$ cat src/rtl/ptmr_pkg.sv
package ptmr_pkg;

   // Read select encoding.
   typedef enum logic [1:0] {
      RSEL_COUNT  = 2'd0,
      RSEL_PERIOD = 2'd1,
      RSEL_CTRL   = 2'd2,
      RSEL_NONE   = 2'd3
   } rsel_e;

   // Control register field positions.
   localparam int unsigned CTL_PRE_LSB  = 0;
   localparam int unsigned CTL_PRE_W    = 2;
   localparam int unsigned CTL_EN_BIT   = 2;
   localparam int unsigned CTL_POST_LSB = 3;

   // Number of selectable divider ratios.
   localparam int unsigned NUM_RATIO = 3;

endpackage

$ cat src/rtl/ptmr_prescaler.sv
module ptmr_prescaler #(
   parameter int unsigned PRE_W = 4
) (
   input  logic                              clk_i,
   input  logic                              rst_ni,
   input  logic                              clr_i,
   input  logic                              adv_i,
   input  logic [ptmr_pkg::CTL_PRE_W-1:0]    sel_i,
   output logic                              step_o
);
   import ptmr_pkg::*;

   localparam int unsigned MID_SHIFT = PRE_W / 2;

   if (PRE_W < 2) begin : g_bad_width
      $error("ptmr_prescaler: PRE_W must be at least 2");
   end

   // Terminal count for each ratio: 1, 2^(PRE_W/2), 2^PRE_W.
   logic [PRE_W-1:0] term [NUM_RATIO];

   for (genvar k = 0; k < NUM_RATIO; k++) begin : g_term
      localparam int unsigned SHIFT = (k == 0) ? 0 :
                                      (k == 1) ? MID_SHIFT : PRE_W;
      assign term[k] = PRE_W'((64'd1 << SHIFT) - 64'd1);
   end

   logic [PRE_W-1:0] term_sel;
   logic [PRE_W-1:0] pre_q;

   always_comb begin
      case (sel_i)
         2'b00:   term_sel = term[0];
         2'b01:   term_sel = term[1];
         default: term_sel = term[2];
      endcase
   end

   assign step_o = adv_i && (pre_q == term_sel);

   always_ff @(posedge clk_i or negedge rst_ni) begin
      if (!rst_ni) begin
         pre_q <= '0;
      end else if (clr_i) begin
         pre_q <= '0;
      end else if (adv_i) begin
         if (step_o) begin
            pre_q <= '0;
         end else begin
            pre_q <= pre_q + 1'b1;
         end
      end
   end

endmodule

$ cat src/rtl/ptmr_counter.sv
module ptmr_counter #(
   parameter int unsigned CNT_W = 8
) (
   input  logic             clk_i,
   input  logic             rst_ni,
   input  logic             load_i,
   input  logic             per_we_i,
   input  logic [CNT_W-1:0] wr_data_i,
   input  logic             step_i,
   output logic [CNT_W-1:0] cnt_o,
   output logic [CNT_W-1:0] per_o,
   output logic             evt_o,
   output logic             match_o
);

   if (CNT_W < 2) begin : g_bad_width
      $error("ptmr_counter: CNT_W must be at least 2");
   end

   logic [CNT_W-1:0] cnt_q;
   logic [CNT_W-1:0] per_q;
   logic             match_q;
   logic             equal;

   assign equal = (cnt_q == per_q);
   assign evt_o = step_i && equal;

   always_ff @(posedge clk_i or negedge rst_ni) begin
      if (!rst_ni) begin
         cnt_q <= '0;
      end else if (load_i) begin
         cnt_q <= wr_data_i;
      end else if (step_i) begin
         if (equal) begin
            cnt_q <= '0;
         end else begin
            cnt_q <= cnt_q + 1'b1;
         end
      end
   end

   always_ff @(posedge clk_i or negedge rst_ni) begin
      if (!rst_ni) begin
         per_q <= '1;
      end else if (per_we_i) begin
         per_q <= wr_data_i;
      end
   end

   always_ff @(posedge clk_i or negedge rst_ni) begin
      if (!rst_ni) begin
         match_q <= 1'b0;
      end else begin
         match_q <= evt_o;
      end
   end

   assign cnt_o   = cnt_q;
   assign per_o   = per_q;
   assign match_o = match_q;

endmodule

$ cat src/rtl/ptmr_postscaler.sv
module ptmr_postscaler #(
   parameter int unsigned POST_W = 4
) (
   input  logic              clk_i,
   input  logic              rst_ni,
   input  logic              clr_i,
   input  logic              evt_i,
   input  logic [POST_W-1:0] sel_i,
   input  logic              irq_clr_i,
   output logic              irq_o
);

   if (POST_W < 1) begin : g_bad_width
      $error("ptmr_postscaler: POST_W must be at least 1");
   end

   logic [POST_W-1:0] post_q;
   logic              irq_q;
   logic              fire;

   assign fire = evt_i && (post_q == sel_i);

   always_ff @(posedge clk_i or negedge rst_ni) begin
      if (!rst_ni) begin
         post_q <= '0;
      end else if (clr_i) begin
         post_q <= '0;
      end else if (evt_i) begin
         if (fire) begin
            post_q <= '0;
         end else begin
            post_q <= post_q + 1'b1;
         end
      end
   end

   // A set in the same cycle as a clear wins.
   always_ff @(posedge clk_i or negedge rst_ni) begin
      if (!rst_ni) begin
         irq_q <= 1'b0;
      end else if (fire) begin
         irq_q <= 1'b1;
      end else if (irq_clr_i) begin
         irq_q <= 1'b0;
      end
   end

   assign irq_o = irq_q;

endmodule

$ cat src/rtl/period_timer.sv
module period_timer #(
   parameter int unsigned CNT_W  = 8,
   parameter int unsigned PRE_W  = 4,
   parameter int unsigned POST_W = 4
) (
   input  logic             clk_i,
   input  logic             rst_ni,
   input  logic             tick_i,
   input  logic [CNT_W-1:0] wr_data_i,
   input  logic             cnt_we_i,
   input  logic             per_we_i,
   input  logic             ctl_we_i,
   input  logic [1:0]       rd_sel_i,
   output logic [CNT_W-1:0] rd_data_o,
   input  logic             irq_clr_i,
   output logic             match_o,
   output logic             irq_o
);
   import ptmr_pkg::*;

   localparam int unsigned CTL_TOP = CTL_POST_LSB + POST_W;

   // The control layout needs one unused bit above the postscale field.
   if (CTL_TOP >= CNT_W) begin : g_bad_layout
      $error("period_timer: control fields do not fit in CNT_W");
   end

   logic                 ctl_en_q;
   logic [CTL_PRE_W-1:0] ctl_pre_q;
   logic [POST_W-1:0]    ctl_post_q;

   logic             any_wr;
   logic             adv;
   logic             seq_clr;
   logic             step;
   logic             evt;
   logic [CNT_W-1:0] cnt_w;
   logic [CNT_W-1:0] per_w;

   assign any_wr  = cnt_we_i || per_we_i || ctl_we_i;
   assign adv     = tick_i && ctl_en_q && !any_wr;
   assign seq_clr = cnt_we_i || ctl_we_i;

   always_ff @(posedge clk_i or negedge rst_ni) begin
      if (!rst_ni) begin
         ctl_en_q   <= 1'b0;
         ctl_pre_q  <= '0;
         ctl_post_q <= '0;
      end else if (ctl_we_i) begin
         ctl_en_q   <= wr_data_i[CTL_EN_BIT];
         ctl_pre_q  <= wr_data_i[CTL_PRE_LSB +: CTL_PRE_W];
         ctl_post_q <= wr_data_i[CTL_POST_LSB +: POST_W];
      end
   end

   ptmr_prescaler #(.PRE_W(PRE_W)) u_pre (
      .clk_i  (clk_i),
      .rst_ni (rst_ni),
      .clr_i  (seq_clr),
      .adv_i  (adv),
      .sel_i  (ctl_pre_q),
      .step_o (step)
   );

   ptmr_counter #(.CNT_W(CNT_W)) u_cnt (
      .clk_i     (clk_i),
      .rst_ni    (rst_ni),
      .load_i    (cnt_we_i),
      .per_we_i  (per_we_i),
      .wr_data_i (wr_data_i),
      .step_i    (step),
      .cnt_o     (cnt_w),
      .per_o     (per_w),
      .evt_o     (evt),
      .match_o   (match_o)
   );

   ptmr_postscaler #(.POST_W(POST_W)) u_post (
      .clk_i     (clk_i),
      .rst_ni    (rst_ni),
      .clr_i     (seq_clr),
      .evt_i     (evt),
      .sel_i     (ctl_post_q),
      .irq_clr_i (irq_clr_i),
      .irq_o     (irq_o)
   );

   always_comb begin
      rd_data_o = '0;
      case (rsel_e'(rd_sel_i))
         RSEL_COUNT:  rd_data_o = cnt_w;
         RSEL_PERIOD: rd_data_o = per_w;
         RSEL_CTRL: begin
            rd_data_o[CTL_PRE_LSB +: CTL_PRE_W] = ctl_pre_q;
            rd_data_o[CTL_EN_BIT]               = ctl_en_q;
            rd_data_o[CTL_POST_LSB +: POST_W]   = ctl_post_q;
         end
         default:     rd_data_o = '0;
      endcase
   end

endmodule

$ cat config.mk
export PLATFORM = sky130hd
export DESIGN_NAME = period_timer
export DESIGN_NICKNAME = d
export VERILOG_FILES = /design/src/rtl/ptmr_pkg.sv /design/src/rtl/ptmr_prescaler.sv /design/src/rtl/ptmr_counter.sv /design/src/rtl/ptmr_postscaler.sv /design/src/rtl/period_timer.sv
export SDC_FILE = /design/constraint.sdc
export NUM_CORES = 1
export LEC_CHECK = 0
export BUFFER_PORTS_ARGS = -buffer_cell sky130_fd_sc_hd__buf_2
export CORE_MARGIN = 1
export CORE_UTILIZATION = 25
export CTS_CLUSTER_DIAMETER = 40
export CTS_CLUSTER_SIZE = 8
export DETAILED_ROUTE_END_ITERATION = 7
export GPL_TIMING_DRIVEN = 0
export SLEW_MARGIN = 15
export SYNTH_ARGS = -nofsm -noshare
export SYNTH_HDL_FRONTEND = slang
export SYNTH_SLANG_ARGS = --single-unit
$ cat constraint.sdc
create_clock -name clk_i -period 2.5 [get_ports clk_i]
set_input_delay 0.5 -clock clk_i [delete_from_list [all_inputs] [get_ports clk_i]]
set_output_delay 0.5 -clock clk_i [all_outputs]
set_load 0.01 [all_outputs]
==> Word level (Yosys, flattened, before mapping) <==
Cells that the tools add are included.
{ "totals": {"register_bits": 33, "latch_bits": 0, "ramBits": 0, "romBits": 0, "output_inout_bits": 10, "wordCells": 47, "mem_count": 0} }
{ "classes": {"n_addsub": 3, "mul": 0, "n_div": 0, "order_cmp": 0, "n_eq_ne": 6, "shifts": 0, "muxes": 14, "n_bitwise": 0, "reduce_logical": 15} }
{ "ops": {"columns": ["cell", "count"], "rows": [
  ["$mux W4", 6],
  ["$mux W8", 3],
  ["$pmux W7 S3", 1],
  ["$add A4 B1 Y4 const B", 2],
  ["$add A8 B1 Y8 const B", 1],
  ["$eq A4 B4 Y1", 2],
  ["$eq A8 B8 Y1", 1],
  ["$pmux W4 S2", 1],
  ["$reduce_bool A2 Y1", 4],
  ["$logic_and A1 B1 Y1", 5],
  ["$eq A2 B1 Y1 const B", 2],
  ["$logic_not A2 Y1", 2],
  ["$logic_or A1 B1 Y1", 3],
  ["$eq A2 B2 Y1 const B", 1],
  ["$mux W1", 2],
  ["$pmux W1 S2", 1],
  ["$logic_not A1 Y1", 1]
]} }

==> Depth between registers and ports, before layout <==
{ "logic_depth": {"ltp_word": 10, "depth_mapped": 7} }

==> Modules after synthesis <==
From an unflattened synthesis, not the netlist that was laid out.
{ "unflattened": {"cells_unflattened": 189, "hier_area_um2": 2010.7} }
{ "modules_own_cells": {"columns": ["module", "n_inst", "cells_per_inst", "area_per_inst_um2", "seq_area_each_um2"], "rows": [
  ["ptmr_counter", 1, 94, 996.0, 435.4],
  ["period_timer", 1, 38, 473.0, 175.2],
  ["ptmr_postscaler", 1, 30, 300.3, 125.1],
  ["ptmr_prescaler", 1, 27, 241.5, 100.1]
]} }

==> Worst setup path after synthesis <==
Ideal clock, no wire load.
{ "synth_timing": {"path_kind": "input to output", "startpoint": "in rd_sel_i[0]", "endpoint": "out rd_data_o[0]", "arrival_time_ps": 1299, "t_required_ps": 2000, "path_slack_ps": 701, "stages": 4, "n_path_buf": 1, "cell_sequence": "clkbuf_1 nor2b_1 nand2_1 o21ai_0"} }
{ "synth_via": {"elab_chain_cells": 2} }
{ "synth_lines": {"columns": ["element", "line", "rtl"], "rows": [
  ["start: declaration", "period_timer.sv:13", "input logic [1:0] rd_sel_i,"],
  ["$eq A2 B2 Y1 (tied with other cells)", "period_timer.sv:90", "case (rsel_e'(rd_sel_i))"],
  ["$pmux W7 S3 (*)", "period_timer.sv:90", null],
  ["end: declaration", "period_timer.sv:14", "output logic [CNT_W-1:0] rd_data_o,"]
]} }
Mark *: on every way between the ends. The rest lies on a longest branch, timed or not.

==> Worst setup path in the final report <==
Same ends and word-level chain as after synthesis.

==> flow_summary_export.csv <==
group,metric,value,unit
job,drv_cap,0,
sta,rsz0062_at_grt,"false",
detailed_routing,via_count,1552,
logic_synthesis,ys_warn_count,0,
logic_synthesis,synth_xor_area_share,6.187,%
cells_and_area,fillers,827,
logic_synthesis,synth_area,1982,um2
global_route,grt_max_degree,34,
setup_path,r2r_cells,5,
floorplan,die_w,91.04,um
cells_and_area,final_area,2341,um2
detailed_routing,via_per_inst,4.805,
cells_and_area,fin_nets,240,
floorplan,io_pins,27,
floorplan,dieArea,8287,um2
setup_path,worstSetupStartpointType,"input pin",
place,hpwl,3.480,mm
floorplan,fp.dieH,91.04,um
setup_path,critical_path.slowest_cell,"nor2b_1",
place,dpl_cell_area,2225,um2
power_and_ir_drop,p_leak,0.001007,uW
hold_path,worstHoldPathType,"in -> async",
logic_synthesis,synthMuxAreaShare,13.07,%
sta,hold_violations,0,
place,place.gp.congestion,0.8217,
clock_network,hold_buffers,0,
floorplan,std_cell_rows,32,
logic_synthesis,synthSimpleGateAreaFrac,18.75,%
power_and_ir_drop,p_per_area,589.5,nW/um2
logic_synthesis,synth_edf_count,0,
sta,hold_slack,0.2886,ns
clock_network,clk_latency,0.29,ns
sta,fmax,435.7,MHz
clock_network,cts_resized,0,
cells_and_area,area_growth,18.12,%
sta,fin_crit_sh,91.80,%
setup_path,startpoint,"rd_sel_i[0]",
sta,fin_crit,2.295,ns
global_route,grt_pass1_wl,7.997,mm
floorplan,initial_core_util,25.78,%
setup_path,required,2.00,ns
logic_synthesis,ys.flop_type,"dfrtp_1",
setup_path,cp-endpoint,"rd_data_o[0]",
setup_path,r2r_slack,0.64,ns
clock_network,numCtsBuffers,5,
place,portBuffers,23,
detailed_routing,wl_per_cell,14.93,um
logic_synthesis,syn_avg_cell_area,10.43,um2
sta,fin_skew,0.01187,ns
setup_path,worst_ep_arrival_time,1.79,ns
sta,tightest_slew,0.7779,ns
logic_synthesis,synth_compound_area_share,14.58,%
logic_synthesis,synth_cells,190,
clock_network,clkTransAtPathRegs,0.07,ns
detailed_routing,drt_iter0_markers,76,
sta,drv_slew,0,
detailed_routing,ant_nets,0,
floorplan,coreArea,7687,um2
clock_network,cts_tree,"built",
logic_synthesis,yosys_register_bits,33,
detailed_routing,drc,0,
status,status,"completed",
setup_path,critPathMaxFanout,9,
power_and_ir_drop,worst_ir_drop_vdd,237.5,uV
setup_path,end_kind,"output pin",
detailed_routing,drt-pass1-iter-count,4,
logic_synthesis,seq_area_frac_synth,42.17,%
sta,fin_ws,0.2051,ns
logic_synthesis,synth_nets,210,
logic_synthesis,synth_top_family_by_area,"simple AND/OR/NAND/NOR gates",
clock_network,cts-root-buf,"clkbuf_8",
logic_synthesis,async_reset_ff_share,100.0,%
logic_synthesis,synth_cell_types,52,
sta,relSlewSlack,48.14,%
setup_path,crit_type,"in -> out",
setup_path,r2r-start,"u_cnt.per_o[7]$_DFFE_PN1P_",
sta,tns,0,ns
global_route,first_global_vias,1618,
cells_and_area,antenna_cells,0,
clock_network,postCtsSetupBuffers,0,
setup_path,path_cells,"clkbuf_1 > nor2b_1 > nand2_1 > o21ai_0 > buf_2",
setup_path,rr_endpoint,"u_cnt.cnt_o[2]$_DFFE_PN0P_",
sta,setup_violations,0,
place,pre_cts_ws,0.2235,ns
clock_network,cts_num_sinks,33,
logic_synthesis,synth_fa_ha_area_share,1.894,%
cells_and_area,layout-drive-gt1-share,34.84,%
global_route,grt_use_total,12.31,%
clock_network,cts_buffer_depth,2,
global_route,grt_overflow,0,
clock_network,htree_levels,2,
detailed_routing,routed_wl,4.824,mm
setup_path,cp_slowest_stage_delay,0.61,ns
global_route,antenna_found_initial,0,
power_and_ir_drop,power,1380,uW
worst min-delay path by stage:
stage | start | to | slack, ns | cells after the start
after global routing | rst_ni | u_cnt.cnt_o[7]$_DFFE_PN0P_ | 0.34 | 1
after global placement | u_pre.pre_q[2]$_DFFE_PN0P_ | u_pre.pre_q[2]$_DFFE_PN0P_ | 0.52 | 1
after detailed placement | u_post.irq_o$_DFFE_PN0P_ | u_post.irq_o$_DFFE_PN0P_ | 0.52 | 2
final | rst_ni | u_cnt.cnt_o[7]$_DFFE_PN0P_ | 0.29 | 1
after CTS | rst_ni | u_cnt.cnt_o[7]$_DFFE_PN0P_ | 0.31 | 1
after floorplan | rst_ni | ctl_en_q$_DFFE_PN0P_ | 0.20 | 0
critical path: cells and delay by family:
kind / cells / cell delay, ns
compound gates: 1 / 0.12
buf+inv: 2 / 0.47
simple gates: 2 / 0.71
stage by stage:
step | instances | util (%)
after floorplan | 190 | -
after global placement | 315 | 28.94
after detailed placement | 315 | 28.94
after CTS | 323 | 30.45
after global routing | 323 | 30.45
final | 323 | 30.45
Yosys cell counts, types with 2 or more instances:
library cell,instances,area (um2)
a2bb2oi_1,3,26.28
a31o_2,3,26.28
and3_1,4,25.02
clkbuf_1,3,11.26
dfrtp_1,25,625.6
dfstp_2,8,210.2
ha_1,3,37.54
inv_1,7,26.28
mux2_2,15,168.9
mux2i_1,9,90.09
nand2_1,26,97.59
nand2_2,2,12.51
nand3_1,9,45.04
nand4_1,4,25.02
nor2b_1,2,12.51
nor3_1,3,15.01
nor4_2,2,25.02
o21ai_0,9,45.04
o21ai_1,2,10.01
o221ai_1,4,35.03
o22ai_1,3,18.77
o41ai_2,2,32.53
xnor2_1,5,43.79
xor2_1,9,78.83
per-layer routing:
metal | vias to the layer above | share of wire (%) | GRT usage, %
li1 | 752 | - | -
met1 | 762 | 45 | 15.23
met2 | 28 | 49 | 20.83
met3 | 10 | 2.7 | 2.178
met4 | 0 | 2.5 | 5.556
met5 | - | 0 | 0
cell type report:
type / instances / area (um2) / area share [%]
inverters: 7 / 26.28 / 1.122
multi-input cells: 143 / 1080 / 46.13
plain buffers: 7 / 40.04 / 1.710
well taps: 102 / 127.6 / 5.452
repair buffers: 23 / 115.1 / 4.917
clock buffers: 7 / 86.33 / 3.688
flip-flops and latches: 33 / 835.8 / 35.70
clock inverters: 1 / 30.03 / 1.283
layout by cell type, fill, tap and decap left out, drive strengths merged, types with 3 or more instances in the layout:
cell type	synthesis	layout
xor2	9	9
o21ai	12	12
a2bb2oi	4	4
nand3	10	10
a21oi	3	3
inv	7	7
dfstp	8	8
buf	3	26
ha	3	3
mux2	15	15
nand2	28	28
o221ai	4	4
a31o	3	3
xnor2	5	5
clkbuf	4	11
dfrtp	25	25
nand4	4	4
and3	4	4
nor3	3	3
mux2i	9	9
o22ai	3	3
flip-flops by register name, indices dropped and copies added, names as in the netlist:
signal / cells
u_cnt.cnt_o: 8
u_cnt.per_o: 8
ctl_post_q: 4
u_post.post_q: 4
u_pre.pre_q: 4
ctl_pre_q: 2
ctl_en_q: 1
u_cnt.match_o: 1
u_post.irq_o: 1
logic make-up (layout without fill, tap and decap cells):
family          after synthesis  after routing
xor+xnor                     14             14
mux                          24             24
compound gates               36             36
buf+inv                      14             45
simple gates                 66             66
flops                        33             33
fa+ha+maj                     3              3
report_power, final:
| group | switching [uW] | internal, uW | total [uW] |
|---|---|---|---|
| logic | 121 | 101 | 222 |
| registers | 46.3 | 583 | 629 |
| clock network | 204 | 325 | 529 |
Power figures use the tool's default switching activity.
